$ cat config.mk
export PLATFORM = sky130hd
export DESIGN_NAME = fetch_range_watch
export DESIGN_NICKNAME = d
export VERILOG_FILES = /design/src/rtl/frw_pkg.sv /design/src/rtl/frw_regs.sv /design/src/rtl/frw_cmp.sv /design/src/rtl/frw_fsm.sv /design/src/rtl/fetch_range_watch.sv
export SDC_FILE = /design/constraint.sdc
export NUM_CORES = 1
export LEC_CHECK = 0
export ABC_AREA = 0
export BUFFER_PORTS_ARGS = -buffer_cell sky130_fd_sc_hd__buf_2
export CAP_MARGIN = 25
export CORE_AREA = 10 10 107 109
export DETAILED_ROUTE_END_ITERATION = 7
export DIE_AREA = 0 0 117 119
export PLACE_DENSITY = 0.66
export SLEW_MARGIN = 10
export SYNTH_ARGS = -nofsm -noshare
export SYNTH_HDL_FRONTEND = slang
export SYNTH_SLANG_ARGS = --single-unit
$ cat constraint.sdc
create_clock -name clk -period 5.9 [get_ports clk]
set_clock_uncertainty 0.05 [all_clocks]
set_input_delay 0.295 -clock clk [delete_from_list [all_inputs] [get_ports clk]]
set_output_delay 0.295 -clock clk [all_outputs]
set_load 0.1 [all_outputs]
$ cat src/rtl/frw_pkg.sv
package frw_pkg;
    // register byte offsets
    localparam int unsigned FRW_OFS_CTL = 0;
    localparam int unsigned FRW_OFS_LO  = 4;
    localparam int unsigned FRW_OFS_HI  = 8;

    typedef struct packed {
        logic outside;  // bit 1
        logic enable;   // bit 0
    } frw_ctl_t;

    localparam int unsigned FRW_CTL_W = $bits(frw_ctl_t);

    typedef enum logic [1:0] {
        FRW_OFF   = 2'd0,
        FRW_ARMED = 2'd1,
        FRW_FIRE  = 2'd2
    } frw_state_e;
endpackage

$ cat src/rtl/frw_regs.sv
module frw_regs
    import frw_pkg::*;
#(
    parameter int unsigned AW = 32,
    parameter int unsigned OW = 4
) (
    input  logic          clk,
    input  logic          rst,
    input  logic          reg_wr,
    input  logic [OW-1:0] reg_addr,
    input  logic [AW-1:0] reg_wdata,
    output logic [AW-1:0] reg_rdata,
    output frw_ctl_t      ctl,
    output logic [AW-1:0] lo,
    output logic [AW-1:0] hi
);
    localparam logic [OW-1:0] A_CTL = OW'(FRW_OFS_CTL);
    localparam logic [OW-1:0] A_LO  = OW'(FRW_OFS_LO);
    localparam logic [OW-1:0] A_HI  = OW'(FRW_OFS_HI);

    logic sel_ctl, sel_lo, sel_hi;

    always_comb begin
        sel_ctl = (reg_addr == A_CTL);
        sel_lo  = (reg_addr == A_LO);
        sel_hi  = (reg_addr == A_HI);
    end

    // control word: cleared by reset
    always_ff @(posedge clk) begin
        if (rst) begin
            ctl <= '0;
        end else if (reg_wr && sel_ctl) begin
            ctl <= frw_ctl_t'(reg_wdata[FRW_CTL_W-1:0]);
        end
    end

    // bounds: no reset, contents undefined until written
    always_ff @(posedge clk) begin
        if (reg_wr && sel_lo) begin
            lo <= reg_wdata;
        end
        if (reg_wr && sel_hi) begin
            hi <= reg_wdata;
        end
    end

    always_comb begin
        reg_rdata = '0;
        unique case (1'b1)
            sel_ctl: reg_rdata = AW'(ctl);
            sel_lo:  reg_rdata = lo;
            sel_hi:  reg_rdata = hi;
            default: reg_rdata = '0;
        endcase
    end


    ctl_reset_clear_chk: assert property (@(posedge clk)
        rst |=> (ctl.enable == 1'b0 && ctl.outside == 1'b0));


    ctl_write_only_at_ofs_chk: assert property (@(posedge clk) disable iff (rst)
        !(reg_wr && reg_addr == A_CTL) |=> $stable(ctl));
endmodule

$ cat src/rtl/frw_cmp.sv
module frw_cmp
    import frw_pkg::*;
#(
    parameter int unsigned AW = 32
) (
    input  logic          clk,
    input  logic          rst,
    input  frw_ctl_t      ctl,
    input  logic [AW-1:0] lo,
    input  logic [AW-1:0] hi,
    input  logic          fetch_valid,
    input  logic [AW-1:0] fetch_addr,
    output logic          match
);
    logic in_range;
    logic out_range;

    // two separate comparator pairs, unsigned
    always_comb begin
        in_range  = (fetch_addr >= lo) && (fetch_addr <= hi);
        out_range = (fetch_addr <  lo) || (fetch_addr >  hi);
    end

    always_comb begin
        match = 1'b0;
        if (fetch_valid && ctl.enable) begin
            match = ctl.outside ? out_range : in_range;
        end
    end


    range_partition_chk: assert property (@(posedge clk) disable iff (rst)
        fetch_valid |-> $onehot({in_range, out_range}));


    inverted_bounds_chk: assert property (@(posedge clk) disable iff (rst)
        (fetch_valid && lo > hi) |-> (!in_range && out_range));


    idle_fetch_nomatch_chk: assert property (@(posedge clk) disable iff (rst)
        !fetch_valid |-> !match);
endmodule

$ cat src/rtl/frw_fsm.sv
module frw_fsm
    import frw_pkg::*;
(
    input  logic clk,
    input  logic rst,
    input  logic enable,
    input  logic match,
    output logic evt
);
    frw_state_e state, state_nx;

    always_comb begin
        state_nx = state;
        unique case (state)
            FRW_OFF: begin
                if (enable) state_nx = match ? FRW_FIRE : FRW_ARMED;
            end
            FRW_ARMED: begin
                if (!enable)    state_nx = FRW_OFF;
                else if (match) state_nx = FRW_FIRE;
            end
            FRW_FIRE: begin
                if (!enable)    state_nx = FRW_OFF;
                else if (match) state_nx = FRW_FIRE;
                else            state_nx = FRW_ARMED;
            end
            default: state_nx = FRW_OFF;
        endcase
    end

    always_ff @(posedge clk) begin
        if (rst) state <= FRW_OFF;
        else     state <= state_nx;
    end

    always_comb begin
        evt = (state == FRW_FIRE);
    end


    disabled_quiet_chk: assert property (@(posedge clk) disable iff (rst)
        !enable |=> !evt);


    evt_follows_match_chk: assert property (@(posedge clk) disable iff (rst)
        match |=> evt);


    evt_needs_match_chk: assert property (@(posedge clk) disable iff (rst)
        !match |=> !evt);
endmodule

$ cat src/rtl/fetch_range_watch.sv
module fetch_range_watch
    import frw_pkg::*;
#(
    parameter int unsigned AW = 32,
    parameter int unsigned OW = 4
) (
    input  logic          clk,
    input  logic          rst,
    input  logic          fetch_valid,
    input  logic [AW-1:0] fetch_addr,
    input  logic          reg_wr,
    input  logic [OW-1:0] reg_addr,
    input  logic [AW-1:0] reg_wdata,
    output logic [AW-1:0] reg_rdata,
    output logic          evt
);
    frw_ctl_t      ctl;
    logic [AW-1:0] lo;
    logic [AW-1:0] hi;
    logic          match;

    frw_regs #(.AW(AW), .OW(OW)) u_regs (
        .clk       (clk),
        .rst       (rst),
        .reg_wr    (reg_wr),
        .reg_addr  (reg_addr),
        .reg_wdata (reg_wdata),
        .reg_rdata (reg_rdata),
        .ctl       (ctl),
        .lo        (lo),
        .hi        (hi)
    );

    frw_cmp #(.AW(AW)) u_cmp (
        .clk         (clk),
        .rst         (rst),
        .ctl         (ctl),
        .lo          (lo),
        .hi          (hi),
        .fetch_valid (fetch_valid),
        .fetch_addr  (fetch_addr),
        .match       (match)
    );

    frw_fsm u_fsm (
        .clk    (clk),
        .rst    (rst),
        .enable (ctl.enable),
        .match  (match),
        .evt    (evt)
    );


    reset_no_evt_chk: assert property (@(posedge clk)
        rst |=> !evt);
endmodule

; After elaboration in Yosys (flattened, before gate mapping)
; Cells that the tools add are included.
[totals]
register_bits = 68
latchBits = 0
ram_bits = 0
romBits = 0
output_inout_bits = 33
wordCells = 33
n_memories = 0
[classes]
n_addsub = 0
mul = 0
div = 0
magnitude_cmp = 4
n_eq_ne = 6
shifts = 0
muxes = 9
bitwise_logic = 0
n_reduce_logical = 9
[op_table]
columns = operator, count
row1 = $pmux 32 s3, 1
row2 = $ge 32x32->1, 1
row3 = $gt 32x32->1, 1
row4 = $le 32x32->1, 1
row5 = $lt 32x32->1, 1
row6 = $mux 2, 5
row7 = $pmux 2 s3, 1
row8 = $logic_and 1x1->1, 5
row9 = $eq 4x3->1 const B, 1
row10 = $eq 4x4->1 const B, 1
row11 = $logic_not 4->1, 1
row12 = $ne 3x3->1 const B, 1
row13 = $eq 2x1->1 const B, 1
row14 = $eq 2x2->1 const B, 1
row15 = $logic_not 2->1, 1
row16 = $mux 1, 2
row17 = $ne 2x2->1 const B, 1
row18 = $reduce_and 2->1, 1
row19 = $logic_or 1x1->1, 1

; Longest topological paths before layout
[logic_depth]
depth_word = 7
ltp_mapped = 9

; Modules after synthesis
; Synthesis repeated with hierarchy kept, for this count alone.
[hier_totals]
hier_cells = 360
hier_area_um2 = 4221.5
[by_module_without_submodules]
columns = mod, instances, cells_each, area_per_inst_um2
row1 = frw_regs, 1, 123, 2474.9
row2 = frw_cmp, 1, 230, 1665.3
row3 = frw_fsm, 1, 7, 81.3

; Worst setup path before layout
; No wires, ideal clock.
[synth_timing]
path_type = register to output
startpoint = reg, netlist name u_regs.ctl[0]
endpoint = out reg_rdata[0]
arrival_time_ns = 2.597
slack_ns = 2.958
stages_incl_launch_ff = 5
path_buffers = 0
path_cell_list = dfxtp_1 -> mux2i_1 -> nor2_1 -> a21oi_1 -> nor3_1
[synth_between]
elab_chain_len = 1
[synth_rtl]
columns = element, line_no
row1 = $pmux 32 s3, frw_regs.sv:50  ; unique case (1'b1)
row2 = to (decl), fetch_range_watch.sv:14  ; output logic [AW-1:0] reg_rdata,
; No other way between the ends.

; Final worst setup path
[layout_timing]
startpoint = reg u_regs.lo[30]
endpoint = reg u_fsm.state[1]
[layout_between]
elab_chain_len = 7
word_cells_on_any_way = 12
classes_between = order compare: 2 / eq/ne: 1 / mux: 6 / reduce/logical: 3
[layout_rtl]
columns = element, line_no
row1 = from (decl), frw_regs.sv:14  ; output logic [AW-1:0] lo,
row2 = from (signal assigned), frw_regs.sv:41  ; lo <= reg_wdata;
row3 = $ge 32x32->1 or $lt 32x32->1 (tied branches), "frw_cmp.sv:20, frw_cmp.sv:21"
row4 = $logic_and 1x1->1 or $logic_or 1x1->1 (tied branches), "frw_cmp.sv:20, frw_cmp.sv:21"
row5 = $mux 1 *, frw_cmp.sv:27  ; match = ctl.outside ? out_range : in_range;
row6 = $mux 1 *, frw_cmp.sv:26  ; if (fetch_valid && ctl.enable) begin
row7 = $mux 2, "frw_fsm.sv:16, frw_fsm.sv:24"
row8 = "$mux 2, on equally long branches", "frw_fsm.sv:23, frw_fsm.sv:16"
row9 = $pmux 2 s3, frw_fsm.sv:14  ; unique case (state)
row10 = to (signal assigned), frw_fsm.sv:33  ; else state <= state_nx;
row11 = to (decl), frw_fsm.sv:10  ; frw_state_e state, state_nx;
; Every way passes the cells marked *; elsewhere a longest branch is shown, timed or not. The select of a mux whose other input is x is not followed.
; A chain may end at the register's enable or synchronous reset.

==> results by group <==
Floorplanning
  – Die Ht: ~120 um
  – Die X: 117 um
  – Row count: 36
  – Initial core utilization: 0.4336
  – Die area: approximately 14,000 sq um
  – Number of I/O pins: about 110
  – CORE AREA: approximately 9500 sq um

Route
  – DRC: 0
  – Routed len/inst: ~18 um
  – Initial DRC count: ~130
  – Final ANT Viol Nets: 0
  – Post-DR vias/cell: 5.364
  – DRT Pass-1 Iters: 4
  – Total Routed Length: 10.61 mm
  – Via count: 3,181

Setup path
  – Worst Setup SP: u_regs.lo[30]
  – Worst path bufs/invs: 1
  – Worst setup EP type: flip-flop
  – R2R Path End: u_fsm.state[1]
  – Critical Path Stages: 8
  – Cell Chain, Critical Path: inv_1, ha_1, nand4_1, nor4_1, o311a_1, nor3_4, or3b_1, nor4bb_2
  – Crit path max-delay family: simple AND/OR/NAND/NOR gates
  – Crit-path max FO: 4
  – R2R Setup Slk: approximately 3.2 ns
  – Crit path launch type: flip-flop
  – CP arrival: ~2.9 ns
  – R2R Path Start: u_regs.lo[30]
  – Critical path class: reg2reg
  – Slowest stage delay, CP: approximately 0.66 ns
  – Worst setup path end: u_fsm.state[1]
  – CP max stage cell: nor4_1
  – CP Data Required Time: between 6 and 7 ns
  – Worst reg2reg path depth: 8

Timing
  – Period utilization: 0.4541
  – Count of pins over their slew limit: 0
  – Setup-failing EPs final: 0
  – Max Freq: around 370 MHz
  – Setup TNS: 0 ns
  – Shortest period the worst path allows: roughly 2.7 ns
  – Final Hold Vio Count: 0
  – Worst rel slew slack: 0.5458
  – Worst Max-Slew Pin Slew: just under 0.7 ns
  – RSZ-0062 raised after global routing: no

Clocking
  – Clock Path Buffers: 2
  – Hold Buf Count CTS: 0
  – Cts repair resizes: 0
  – Clk_lat worst skew: around 0.34 ns
  – Post-CTS Setup Inserts: 0
  – CTS sink count: 68
  – H-tree depth: 3
  – Clock-pin slew on the worst setup and hold paths: around 0.070 ns
  – CTS Buf Count: 9
  – Root Buffer: clkbuf_8
  – CTS tree: done

Power
  – Leak Pwr: 2.373 nW
  – Net switching power: approximately 0.28 mW
  – Design Power: 1.037 mW
  – Flop pwr share: 0.522
  – Worst VDD drop: roughly 0.12 mV
  – Clock power frac: 0.316
  – Combinational share of power: 0.162
  – Sw frac: 0.2702
  – P per Cell Area: approximately 210 nW/um^2
  – Cell Int Power: 0.7569 mW

Cells and area
  – Most common cell after layout, fill and taps aside: buf_2
  – Most frequent cells in the layout: 104 x buf_2, 64 x inv_1, 64 x ha_1, 64 x edfxtp_1, 30 x a22o_1
  – FILL cells: 904
  – NumNets Final: between 600 and 700
  – Share of cells above drive strength 1: 0.2636
  – P&R area growth vs syn: 20.53%

Logic synthesis
  – Number of synthesized register bits: a little under 70
  – Yosys synthesis warning count: 0
  – Post-synth cell types: 38
  – Sequential share of the synthesized area: 0.4881
  – Mean Syn Cell Area: 11.39 sq um
  – Post-Synthesis Cells: 360
  – Net Count, Synth: about 500
  – Synth Cell Area: between 4000 and 5000 sq um

Global route
  – Busiest layer in global routing: met2
  – GR Overflow Total: 0
  – Initial antenna violation count: 1
  – First-pass GRT wire length: between 15 and 20 mm
  – Largest net degree at the start of global routing: 33
  – GR Util All Layers: 0.1551
  – Vias in the first global route: approximately 3,500
  – Met2 Use GR: 0.2670
  – GR Util met3: 0.03263
  – Grt met1 use: 0.1780

Placed design
  – GPL Wtd Cong: just under 0.9
  – Port Buf Inserts: ~100
  – Hpwl dp: approximately 8.3 mm

Outcome
  – Status: completed

Run
  – Max-cap violations: 0

Hold path
  – Tightest Hold Check Type: in2reg
==> power by group through the flow <==
| stage | logic [mW] | registers, mW | clock network [mW] |
|---|---|---|---|
| floorplan | 0.108 | 0.551 | 0 |
| global placement | 0.162 | 0.552 | 0 |
| detailed placement | 0.168 | 0.552 | 0 |
| CTS | 0.169 | 0.541 | 0.340 |
| global route | 0.186 | 0.542 | 0.363 |
| finish | 0.168 | 0.541 | 0.328 |
==> worst reg2reg max path, stage by stage (launching register included) <==
cell and delay [ns]:
edfxtp_1 0.35, inv_1 0.05, ha_1 0.33, nand4_1 0.19
nor4_1 0.66, o311a_1 0.37, nor3_4 0.04, or3b_1 0.36
nor4bb_2 0.18
==> synth_stat cells <==
master	count	share of area
and4_1	2	0.0043
a221oi_1	1	0.0021
o21ai_0	3	0.0037
nor4bb_2	1	0.0040
a21oi_1	27	0.033
o31ai_1	1	0.0018
inv_1	64	0.059
a2111oi_2	1	0.0037
nor2_1	9	0.0082
a221o_1	2	0.0049
o21ai_1	3	0.0037
edfxtp_1	64	0.47
a41oi_1	1	0.0021
o21bai_1	1	0.0018
a21boi_0	3	0.0055
nand2_1	13	0.012
dfxtp_1	4	0.020
o31a_1	1	0.0021
a21o_1	3	0.0055
a21boi_1	2	0.0037
nor3_4	1	0.0040
and2_1	2	0.0031
a22o_1	30	0.064
nand3_1	12	0.015
nor2b_1	4	0.0061
mux2i_1	4	0.0098
and3_1	1	0.0015
nand3b_1	1	0.0018
nor3b_1	1	0.0018
nor4_1	3	0.0046
nand4_1	15	0.023
nor3_1	5	0.0061
clkbuf_1	6	0.0055
ha_1	64	0.20
a21oi_2	1	0.0021
o211ai_1	2	0.0037
o311a_1	1	0.0024
or3b_1	1	0.0021
==> registers in the layout (all words and copies together) (netlist names) <==
| signal | cells |
|---|---|
| u_regs.hi | 32 |
| u_regs.lo | 32 |
| u_fsm.state | 2 |
| u_regs.ctl | 2 |
==> worst min path at each step <==
stage	to	from	depth (start not counted)
global route	u_regs.hi[8]	reg_wdata[8]	1
floorplan	u_regs.ctl[0]	rst	1
global placement	u_regs.hi[11]	reg_wdata[11]	1
CTS	u_regs.lo[14]	reg_wdata[14]	1
detailed placement	u_regs.hi[25]	reg_wdata[25]	1
finish	u_regs.lo[14]	reg_wdata[14]	1
==> through the flow <==
step                  util  area [sq um]  hold WS (ns)  std cells  worst slack (ns)
floorplan                -          4101        0.3174        360             2.958
global route        0.5226          4943       0.07195        593             2.961
CTS                 0.5224          4941       0.06854        592             3.222
detailed placement  0.5050          4777        0.4363        576             3.191
global placement    0.5050          4777        0.4331        576             3.334
finish              0.5226          4943       0.08847        593             3.221
==> logic make-up (layout without fill, tap and decap cells) <==
logic type | Yosys count | count (layout) | share of synthesized area
AO/OA/AOI/OAI | 83 | 83 | 0.1458
AND/OR/NAND/NOR | 71 | 71 | 0.09701
buffers and inverters | 70 | 188 | 0.06406
flip-flops | 68 | 68 | 0.4881
adder cells (fa/ha/maj) | 64 | 64 | 0.1952
multiplexers | 4 | 4 | 0.009762
other | 0 | 1 | 0
==> layer usage <==
metal | share of wire | vias up
li1 | - | 1573
met1 | 0.42 | 1515
met2 | 0.50 | 78
met3 | 0.054 | 15
met4 | 0.023 | 0
met5 | 0 | -
==> cell type report <==
class | count | area [sq um] | area share
inverters | 64 | 240.2 | 0.04860
clock buffers | 13 | 148.9 | 0.03012
repair buffers | 108 | 550.5 | 0.1114
flip-flops and latches | 68 | 2002 | 0.4050
diodes | 1 | 2.502 | 0.0005062
well taps | 114 | 142.6 | 0.02885
clock inverters | 3 | 15.01 | 0.003037
multi-input cells | 222 | 1842 | 0.3726
Note: power is estimated with default switching activity, not from simulation.
